[src/rtl/spi_reg_pkg.sv]
package spi_reg_pkg;
  typedef enum logic {
    PH_HDR  = 1'b0,
    PH_DATA = 1'b1
  } spi_phase_e;

  localparam logic DIR_WRITE = 1'b1;
endpackage

[src/rtl/spi_sync.sv]
module spi_sync #(
  parameter int              STAGES  = 2,
  parameter int              W       = 1,
  parameter logic [W-1:0]    RST_VAL = '0
) (
  input  logic         clk,
  input  logic         rst_n,
  input  logic [W-1:0] d,
  output logic [W-1:0] q
);
  logic [W-1:0] stg [STAGES];

  always_ff @(posedge clk or negedge rst_n) begin
    if (!rst_n) begin
      for (int i = 0; i < STAGES; i++) stg[i] <= RST_VAL;
    end else begin
      stg[0] <= d;
      for (int i = 1; i < STAGES; i++) stg[i] <= stg[i-1];
    end
  end

  assign q = stg[STAGES-1];
endmodule

[src/rtl/spi_edge.sv]
module spi_edge (
  input  logic clk,
  input  logic rst_n,
  input  logic sclk_s,
  output logic rise,
  output logic fall
);
  logic prev;

  always_ff @(posedge clk or negedge rst_n) begin
    if (!rst_n) prev <= 1'b0;
    else        prev <= sclk_s;
  end

  assign rise = sclk_s & ~prev;
  assign fall = ~sclk_s & prev;
endmodule

[src/rtl/spi_frame.sv]
module spi_frame
  import spi_reg_pkg::*;
#(
  parameter int AW = 7,
  parameter int DW = 8
) (
  input  logic          clk,
  input  logic          rst_n,
  input  logic          cs_act,
  input  logic          sclk_rise,
  input  logic          sclk_fall,
  input  logic          mosi_s,
  input  logic [DW-1:0] rd_data,
  output logic [AW-1:0] rd_addr,
  output logic          wr_en,
  output logic [AW-1:0] wr_addr,
  output logic [DW-1:0] wr_data,
  output logic          miso,
  output logic          miso_oe
);
  localparam int HDR_W = AW + 1;
  localparam int MAXB  = (HDR_W > DW) ? HDR_W : DW;
  localparam int CNT_W = (MAXB > 2) ? $clog2(MAXB) : 1;
  localparam logic [CNT_W-1:0] HDR_LAST = CNT_W'(HDR_W - 1);
  localparam logic [CNT_W-1:0] DAT_LAST = CNT_W'(DW - 1);

  spi_phase_e       phase;
  logic [CNT_W-1:0] bit_cnt;
  logic [HDR_W-2:0] hdr_sr;
  logic [DW-2:0]    rx_sr;
  logic [DW-1:0]    tx_sr;
  logic [AW-1:0]    addr;
  logic             is_wr;

  logic [HDR_W-1:0] hdr_full;
  logic [DW-1:0]    rx_full;
  logic             hdr_last, dat_last;

  assign hdr_full = {hdr_sr, mosi_s};
  assign rx_full  = {rx_sr, mosi_s};
  assign hdr_last = (bit_cnt == HDR_LAST);
  assign dat_last = (bit_cnt == DAT_LAST);

  // Address whose value is preloaded for the next outgoing byte
  assign rd_addr = (phase == PH_HDR) ? hdr_full[AW-1:0] : addr + AW'(1);

  assign wr_en   = cs_act & sclk_rise & (phase == PH_DATA) & is_wr & dat_last;
  assign wr_addr = addr;
  assign wr_data = rx_full;

  always_ff @(posedge clk or negedge rst_n) begin
    if (!rst_n) begin
      phase   <= PH_HDR;
      bit_cnt <= '0;
      hdr_sr  <= '0;
      rx_sr   <= '0;
      tx_sr   <= '0;
      addr    <= '0;
      is_wr   <= 1'b0;
      miso    <= 1'b0;
      miso_oe <= 1'b0;
    end else if (!cs_act) begin
      phase   <= PH_HDR;
      bit_cnt <= '0;
      miso    <= 1'b0;
      miso_oe <= 1'b0;
    end else begin
      if (sclk_rise) begin
        if (phase == PH_HDR) begin
          hdr_sr <= hdr_full[HDR_W-2:0];
          if (hdr_last) begin
            bit_cnt <= '0;
            phase   <= PH_DATA;
            is_wr   <= (hdr_full[HDR_W-1] == DIR_WRITE);
            addr    <= hdr_full[AW-1:0];
            tx_sr   <= rd_data;
          end else begin
            bit_cnt <= bit_cnt + CNT_W'(1);
          end
        end else begin
          rx_sr <= rx_full[DW-2:0];
          if (dat_last) begin
            bit_cnt <= '0;
            addr    <= addr + AW'(1);
            tx_sr   <= rd_data;
          end else begin
            bit_cnt <= bit_cnt + CNT_W'(1);
          end
        end
      end
      if (sclk_fall && phase == PH_DATA && !is_wr) begin
        miso    <= tx_sr[DW-1];
        tx_sr   <= {tx_sr[DW-2:0], 1'b0};
        miso_oe <= 1'b1;
      end
    end
  end
endmodule

[src/rtl/spi_regfile.sv]
module spi_regfile #(
  parameter int AW = 7,
  parameter int DW = 8
) (
  input  logic          clk,
  input  logic          rst_n,
  input  logic          we,
  input  logic [AW-1:0] waddr,
  input  logic [DW-1:0] wdata,
  input  logic [AW-1:0] raddr,
  output logic [DW-1:0] rdata
);
  localparam int DEPTH = 1 << AW;

  logic [DW-1:0] mem [DEPTH];

  always_ff @(posedge clk or negedge rst_n) begin
    if (!rst_n) begin
      for (int i = 0; i < DEPTH; i++) mem[i] <= '0;
    end else if (we) begin
      mem[waddr] <= wdata;
    end
  end

  assign rdata = mem[raddr];
endmodule

[src/rtl/spi_reg_slave.sv]
module spi_reg_slave #(
  parameter int ADDR_W      = 7,
  parameter int DATA_W      = 8,
  parameter int SYNC_STAGES = 2
) (
  input  logic clk,
  input  logic rst_n,
  input  logic spi_sclk,
  input  logic spi_cs_n,
  input  logic spi_mosi,
  output logic spi_miso,
  output logic spi_miso_oe
);
  logic [2:0]        pins_s;
  logic              sclk_s, cs_n_s, mosi_s, cs_act;
  logic              sclk_rise, sclk_fall;
  logic              wr_en;
  logic [ADDR_W-1:0] wr_addr, rd_addr;
  logic [DATA_W-1:0] wr_data, rd_data;

  spi_sync #(.STAGES(SYNC_STAGES), .W(3), .RST_VAL(3'b010)) u_sync (
    .clk   (clk),
    .rst_n (rst_n),
    .d     ({spi_sclk, spi_cs_n, spi_mosi}),
    .q     (pins_s)
  );

  assign sclk_s = pins_s[2];
  assign cs_n_s = pins_s[1];
  assign mosi_s = pins_s[0];
  assign cs_act = ~cs_n_s;

  spi_edge u_edge (
    .clk    (clk),
    .rst_n  (rst_n),
    .sclk_s (sclk_s),
    .rise   (sclk_rise),
    .fall   (sclk_fall)
  );

  spi_frame #(.AW(ADDR_W), .DW(DATA_W)) u_frame (
    .clk       (clk),
    .rst_n     (rst_n),
    .cs_act    (cs_act),
    .sclk_rise (sclk_rise),
    .sclk_fall (sclk_fall),
    .mosi_s    (mosi_s),
    .rd_data   (rd_data),
    .rd_addr   (rd_addr),
    .wr_en     (wr_en),
    .wr_addr   (wr_addr),
    .wr_data   (wr_data),
    .miso      (spi_miso),
    .miso_oe   (spi_miso_oe)
  );

  spi_regfile #(.AW(ADDR_W), .DW(DATA_W)) u_regs (
    .clk   (clk),
    .rst_n (rst_n),
    .we    (wr_en),
    .waddr (wr_addr),
    .wdata (wr_data),
    .raddr (rd_addr),
    .rdata (rd_data)
  );
endmodule

[config.mk]
export PLATFORM = sky130hd
export DESIGN_NAME = spi_reg_slave
export DESIGN_NICKNAME = d
export VERILOG_FILES = /design/src/rtl/spi_reg_pkg.sv /design/src/rtl/spi_sync.sv /design/src/rtl/spi_edge.sv /design/src/rtl/spi_frame.sv /design/src/rtl/spi_regfile.sv /design/src/rtl/spi_reg_slave.sv
export SDC_FILE = /design/constraint.sdc
export NUM_CORES = 2
export LEC_CHECK = 0
export CORE_ASPECT_RATIO = 0.75
export CORE_UTILIZATION = 30
export CTS_CLUSTER_DIAMETER = 30
export DETAILED_ROUTE_END_ITERATION = 12
export GPL_TIMING_DRIVEN = 0
export PLACE_DENSITY_LB_ADDON = 0.3
export REMOVE_ABC_BUFFERS = 1
export SYNTH_ARGS = -nofsm -noshare
export SYNTH_HDL_FRONTEND = slang
export SYNTH_SLANG_ARGS = --single-unit
[constraint.sdc]
create_clock -name clk -period 3.5 [get_ports clk]
set_input_delay 0.7 -clock clk [delete_from_list [all_inputs] [get_ports clk]]
set_output_delay 0.7 -clock clk [all_outputs]
set_load 0.01 [all_outputs]
# After elaboration in Yosys (flattened, before gate mapping)

Cells that the tools add are included.
W data, S select, Z words.

Bitwise logic cells: 12
Order comparisons: 3
Reduce and logical (&&, ||, !) cells: 13
Equality and inequality tests: 1
Multiplexer cells: 24
Add/subtract/negate cells: 2

Operator list:

| operator              | count |
|---|---|
| $bwmux W1024          | 1 |
| $bmux W8 S7           | 1 |
| $demux W8 S7          | 1 |
| $mux W8               | 6 |
| $mux W7               | 4 |
| $ge A8 B8 Y1 const B  | 2 |
| $not A7 Y8            | 2 |
| $reduce_and A3 Y1     | 4 |
| $mux W3               | 3 |
| $lt A8 B1 Y1 const B  | 1 |
| $mux W1               | 8 |
| $reduce_bool A2 Y1    | 4 |
| $add A7 B1 Y7 const B | 1 |
| $and A1 B1 Y1         | 6 |
| $not A1 Y1            | 4 |
| $reduce_and A4 Y1     | 1 |
| $add A3 B1 Y3 const B | 1 |
| $eq A3 B3 Y1 const B  | 1 |
| $logic_and A1 B1 Y1   | 3 |
| $logic_not A1 Y1      | 1 |

Logic and storage cells: 195
Output and inout bits: 2
Bits in registers: 1,067

# Depth between registers and ports, before layout

Depth in word-level cells: 9
Gate-level depth with buffers: 14
Depth with buffers taken out: 10

# By module

Synthesis repeated with hierarchy kept, for this count alone.

Cell total of the unflattened synthesis: 2,956
Area total of the unflattened synthesis: 48,570.3 µm²

Modules (own cells, without submodules):

| module        | cells each | area an instance (µm²) | instances |
|---|---|---|---|
| spi_regfile   | 2,782      | 46,464.6               | 1 |
| spi_frame     | 161        | 1,886.8                | 1 |
| spi_sync      | 9          | 175.2                  | 1 |
| spi_edge      | 3          | 40.0                   | 1 |
| spi_reg_slave | 1          | 3.8                    | 1 |

# Worst setup path before layout

No wires, ideal clock.

Kind: flip-flop to flip-flop
Start point: register u_frame.addr[0] (netlist: u_frame.wr_addr[0])
End point: register u_frame.tx_sr[5]
Path buffers: 2
Data required time: 3.369 ns
Setup time: 0.131 ns
Cell stages (with the launch flop): 13
Setup slack: 0.913 ns
Arrival time: 2.455 ns
Path through: dfrtp_1 -> ha_1 -> xnor2_2 -> a2bb2oi_2 -> buf_2 -> buf_2 -> a21oi_1 -> a2111oi_2 -> o21ai_1 -> nand4_1 -> nor3_1 -> nor4_1 -> a21oi_1

Cells in the longest elaborated chain, start to end: 9

Ends and longest elaborated chain:

| what                                        | RTL line                         | RTL |
|---|---|---|
| from (decl)                                 | spi_frame.sv:32                  | `logic [AW-1:0] addr;` |
| from (signal assigned)                      | spi_frame.sv:75                  | `addr <= hdr_full[AW-1:0];` |
| from (signal assigned)                      | spi_frame.sv:84                  | `addr <= addr + AW'(1);` |
| $add A7 B1 Y7                               | spi_frame.sv:45                  | `assign rd_addr = (phase == PH_HDR) ? hdr_full[AW-1:0] : addr + AW'(1);` |
| $mux W7                                     | spi_frame.sv:45                  |  |
| $not A7 Y8 (implied by the code)            | spi_regfile.sv:25                | `assign rdata = mem[raddr];` |
| $bmux W8 S7                                 | spi_regfile.sv:25                |  |
| $mux W8 (implied by the code) (2 in series) | spi_regfile.sv:25                |  |
| $mux W8                                     | spi_frame.sv:71, spi_frame.sv:82 |  |
| $mux W8                                     | spi_frame.sv:68                  | `if (sclk_rise) begin` |
| $mux W8                                     | spi_frame.sv:91                  | `if (sclk_fall && phase == PH_DATA && !is_wr) begin` |
| to (signal assigned)                        | spi_frame.sv:76                  | `tx_sr <= rd_data;` |
| to (signal assigned)                        | spi_frame.sv:85                  | `tx_sr <= rd_data;` |
| to (signal assigned)                        | spi_frame.sv:93                  | `tx_sr <= {tx_sr[DW-2:0], 1'b0};` |
| to (decl)                                   | spi_frame.sv:31                  | `logic [DW-1:0] tx_sr;` |

Every way passes these cells. The select of a mux whose other input is x is not followed.
A chain may end at the register's enable or synchronous reset.

# Final worst setup path

Start point: register u_frame.phase
End point: register u_frame.tx_sr[1]

Cells in the longest elaborated chain, start to end: 8
Elaborated cells between the ends (all ways): 13
Classes of those cells: mux: 7; bitwise: 1; reduce/logical: 5

Ends and longest elaborated chain:

| what                                        | RTL line                         | RTL |
|---|---|---|
| from (decl)                                 | spi_frame.sv:27                  | `spi_phase_e phase;` |
| from (signal assigned)                      | spi_frame.sv:53                  | `phase <= PH_HDR;` |
| from (signal assigned)                      | spi_frame.sv:63                  | `phase <= PH_HDR;` |
| from (signal assigned)                      | spi_frame.sv:73                  | `phase <= PH_DATA;` |
| $mux W7                                     | spi_frame.sv:45                  |  |
| $not A7 Y8 (implied by the code)            | spi_regfile.sv:25                |  |
| $bmux W8 S7                                 | spi_regfile.sv:25                |  |
| $mux W8 (implied by the code) (2 in series) | spi_regfile.sv:25                |  |
| $mux W8                                     | spi_frame.sv:71, spi_frame.sv:82 |  |
| $mux W8                                     | spi_frame.sv:68                  |  |
| $mux W8                                     | spi_frame.sv:91                  |  |

Parallel ways exist; a longest one is shown, timed or not. The select of a mux whose other input is x is not followed.

==> results.py <==
metrics = {
    "clock_tree": {
        "clock_latency_ps": 810,
        "cts.sinks": 1067,
        "clk_path_buf_depth": 3,
        "clockRootBuffer": "clkbuf_16",
        "tritoncts_clock_tree": "done",
        "cts_buffers": 162,
        "cts.reportedPaths.clkPinSlew_ps": 60,
        "cts-htree-levels": 4,
    },
    "setup_path": {
        "critical_path_endpoint": "u_frame.tx_sr[1]",
        "worstPathArrival_ps": 4240,
        "reg2reg_slack_ps": -20,
        "criticalPathCategory": "flop to flop",
        "reg2reg_depth": 8,
        "path_max_fanout": 13,
        "rr_endpoint": "u_frame.tx_sr[1]",
        "critical_path.reg2reg.startpoint": "u_frame.phase",
        "worst_ep_required_time_ps": 4220,
        "cp_startpoint": "u_frame.phase",
        "timing.critical_path.to_type": "flop",
        "worstSetupStartpointType": "flop",
    },
    "pwr": {
        "internal_power_w": 0.02506,
        "p_leak_nw": 28.90,
        "total_power_w": 0.03603,
        "p_clk_share_pct": 47.5,
        "total_switching_power_w": 0.01097,
        "comb_power_share_pct": 18.0,
        "seq_power_share_pct": 34.5,
        "worst_ir_drop_vdd_v": 0.0004597,
        "cell_area_power_density_nw_per_um2": 576.9,
        "switching_share_pct": 30.46,
    },
    "yosys": {
        "fraction_of_registers_with_async_set_or_reset_after_synthesis_pct": 100.0,
        "sequential_fraction_of_the_synthesis_area_pct": 52.96,
        "postSynthRegisterBits": 1067,
        "post_synth_instance_area_um2": 50420,
        "syn_area_per_cell_um2": 11.58,
        "number_of_enable_flip_flop_cells_after_synthesis": 0,
        "ys_types": 79,
        "yosysWarnings": 0,
        "dominantRegCellSynth": "dfrtp_1",
        "synth_instances": 4353,
    },
    "floorplan": {
        "die-area_um2": 169700,
        "floorplan.die.height_um": 357.1,
        "ios": 7,
        "core-area_um2": 165900,
        "fp.dieW_um": 475.4,
        "initial_core_util_pct": 30.39,
        "placementRows": 129,
    },
    "placed_design": {
        "dpl_worst_slack_ps": -2939,
        "post-dp-hpwl_um": 95690,
        "place.port_buffers": 6,
        "gpl_wtd_cong": 0.7983,
    },
    "sta": {
        "finalCriticalPeriod_ps": 3521,
        "timing.final.setup_violations": 2,
        "grt_setup_unrepaired": "true",
        "finalSetupTns_ps": -40.65,
        "timing.final.ws_setup_ps": -21.28,
        "hold_viol": 0,
        "timing.max_slew.rel_slack_pct": 8.786,
        "fmaxAchievable_ghz": 0.2840,
        "final_max_slew_viol_count": 0,
        "post-route-period-util_pct": 100.6,
        "clock-skew-final_ps": 27.82,
        "worst_slew_pin_slew_ps": 1350,
    },
    "global_routing": {
        "grt_max_degree": 161,
        "grt_pass1_vias": 36670,
        "antenna_violations_before_repair": 10,
        "first_pass_grt_wire_length_um": 262000,
        "globalRoute.totalOverflow": 0,
        "grt.total_usage_pct": 20.97,
    },
    "drt": {
        "vias_per_cell": 5.503,
        "route.final.wire_length_um": 180700,
        "avgRoutedWirePerCell_um": 26.68,
        "detail-route-antenna-nets": 0,
        "routed-via-count": 37270,
        "drt_drc_violations_left": 0,
        "drtIter0Drc": 4030,
        "drtPass1Iterations": 5,
    },
    "cells_and_area": {
        "finish.net_count": 4418,
        "layout_common_cells": "dfrtp_1, mux2_2, nand2_1",
        "area_growth_syn_to_layout_pct": 23.86,
        "share_of_cells_above_drive_strength_1_pct": 39.23,
        "mostFrequentLayoutCell": "dfrtp_1",
    },
    "outcome": {
        "failing_checks": "negative setup slack",
        "run_status": "finished, violations left",
    },
    "flow_run": {
        "timing.max_cap.violations": 0,
    },
    "worst_hold_path": {
        "hold_crit_path_type": "input port to flop",
    },
}
[final cells by class]
class                   instances  area (um^2)
repair buffers                230         4004
clock buffers                 190         4332
well taps                    2227         2786
fillers                     16060       103500
inverters                       1        3.754
multi-input cells            2948        23200
clock inverters               109         1381
diodes                          2        5.005
flip-flops and latches       1067        26740
[state kept, by name, indices dropped and copies added (netlist names)]
register,count
u_frame.is_wr,1
u_sync.stg,3
u_frame.miso,1
u_frame.tx_sr,8
u_frame.wr_addr,7
u_frame.bit_cnt,3
u_frame.miso_oe,1
u_frame.phase,1
u_frame.hdr_sr,7
u_sync.q,3
u_edge.prev,1
u_regs.mem,1024
u_frame.rx_sr,7
[worst max-delay path, cell delays in order (launching register included)]
cell,delay [ps]
dfrtp_4,570
buf_16,210
nor2_1,550
a21o_2,800
nand4_1,530
a31oi_1,290
o21ai_0,150
nand3_1,170
a2bb2oi_1,150
[metrics by stage]
stage / area [um^2] / util [%] / std cells / hold slack, ps
final: 62450 / 37.64 / 6774 / 323.1
after global routing: 62450 / 37.64 / 6772 / 302.4
after CTS: 61800 / 37.25 / 6732 / 276.5
after detailed placement: 53670 / 32.35 / 6321 / 342.0
after global placement: 51690 / 31.16 / 6240 / 336.7
after floorplan: 48850 / - / 4007 / 331.2
[logic make-up after synthesis]
| kind of cell | Yosys count | synth area share, % |
|---|---|---|
| AO/OA/AOI/OAI | 475 | 7.097 |
| flip-flops | 1067 | 52.96 |
| AND/OR/NAND/NOR | 1357 | 12.11 |
| multiplexers | 1096 | 24.42 |
| buffers and inverters | 347 | 3.134 |
| adder cells (fa/ha/maj) | 3 | 0.07445 |
| XOR/XNOR | 8 | 0.2060 |
[power groups by stage]
stage               Combinational [W]  Sequential, W  Clock [W]
finish                        0.00648         0.0124     0.0171
global route                  0.00660         0.0124     0.0179
CTS                           0.00604         0.0124     0.0173
detailed placement            0.00495         0.0127          0
global placement              0.00455         0.0127          0
floorplan                     0.00207         0.0126          0
[per-layer routing]
layer / global-route usage (%) / part of all wire (%) / up-vias
li1: - / - / 15850
met1: 31.42 / 47 / 19670
met2: 29.21 / 42 / 1476
met3: 5.495 / 9.5 / 274
met4: 5.942 / 2.3 / 10
met5: 0.4422 / 0.089 / -
[cell usage after synthesis, drive strengths merged (6+ instances only)]
cell / number / share of area, %
a32oi: 34 / 0.59
a32o: 6 / 0.12
nand2b: 6 / 0.10
o211ai: 8 / 0.12
clkbuf: 189 / 1.4
o31ai: 6 / 0.089
a2111oi: 16 / 0.38
nor2: 44 / 0.39
dfrtp: 1065 / 53
a21oi: 57 / 0.63
nor3: 30 / 0.35
a211oi: 90 / 1.3
mux2: 1050 / 23
and3: 136 / 1.7
nand4: 19 / 0.24
o21ai: 60 / 0.60
mux2i: 44 / 0.87
a31oi: 39 / 0.48
buf: 157 / 1.7
a311oi: 124 / 2.2
nand3: 206 / 2.0
nand2: 891 / 6.9
[repair_timing]
action                                  4_1_cts  5_1_grt
gates resized for setup                     124       39
pin swaps                                    33       22
hold endpoints to repair                     89        0
hold buffers                                  2        0
gates cloned                                 40        7
setup buffers                                70       33
endpoints found under the setup margin       31      124
[how the worst min path moves through the flow]
stage             startpoint            end  slack (ps)  cells after the start
2_1_floorplan  u_sync.stg[3]    u_sync.q[0]         330                      0
3_3_place_gp   u_sync.stg[3]    u_sync.q[0]         340                      0
3_5_place_dp   u_sync.stg[3]    u_sync.q[0]         340                      0
4_1_cts             spi_cs_n  u_sync.stg[4]         280                      1
5_1_grt             spi_cs_n  u_sync.stg[4]         300                      1
6_report            spi_cs_n  u_sync.stg[4]         320                      1
Note: power is estimated with default switching activity, not from simulation.
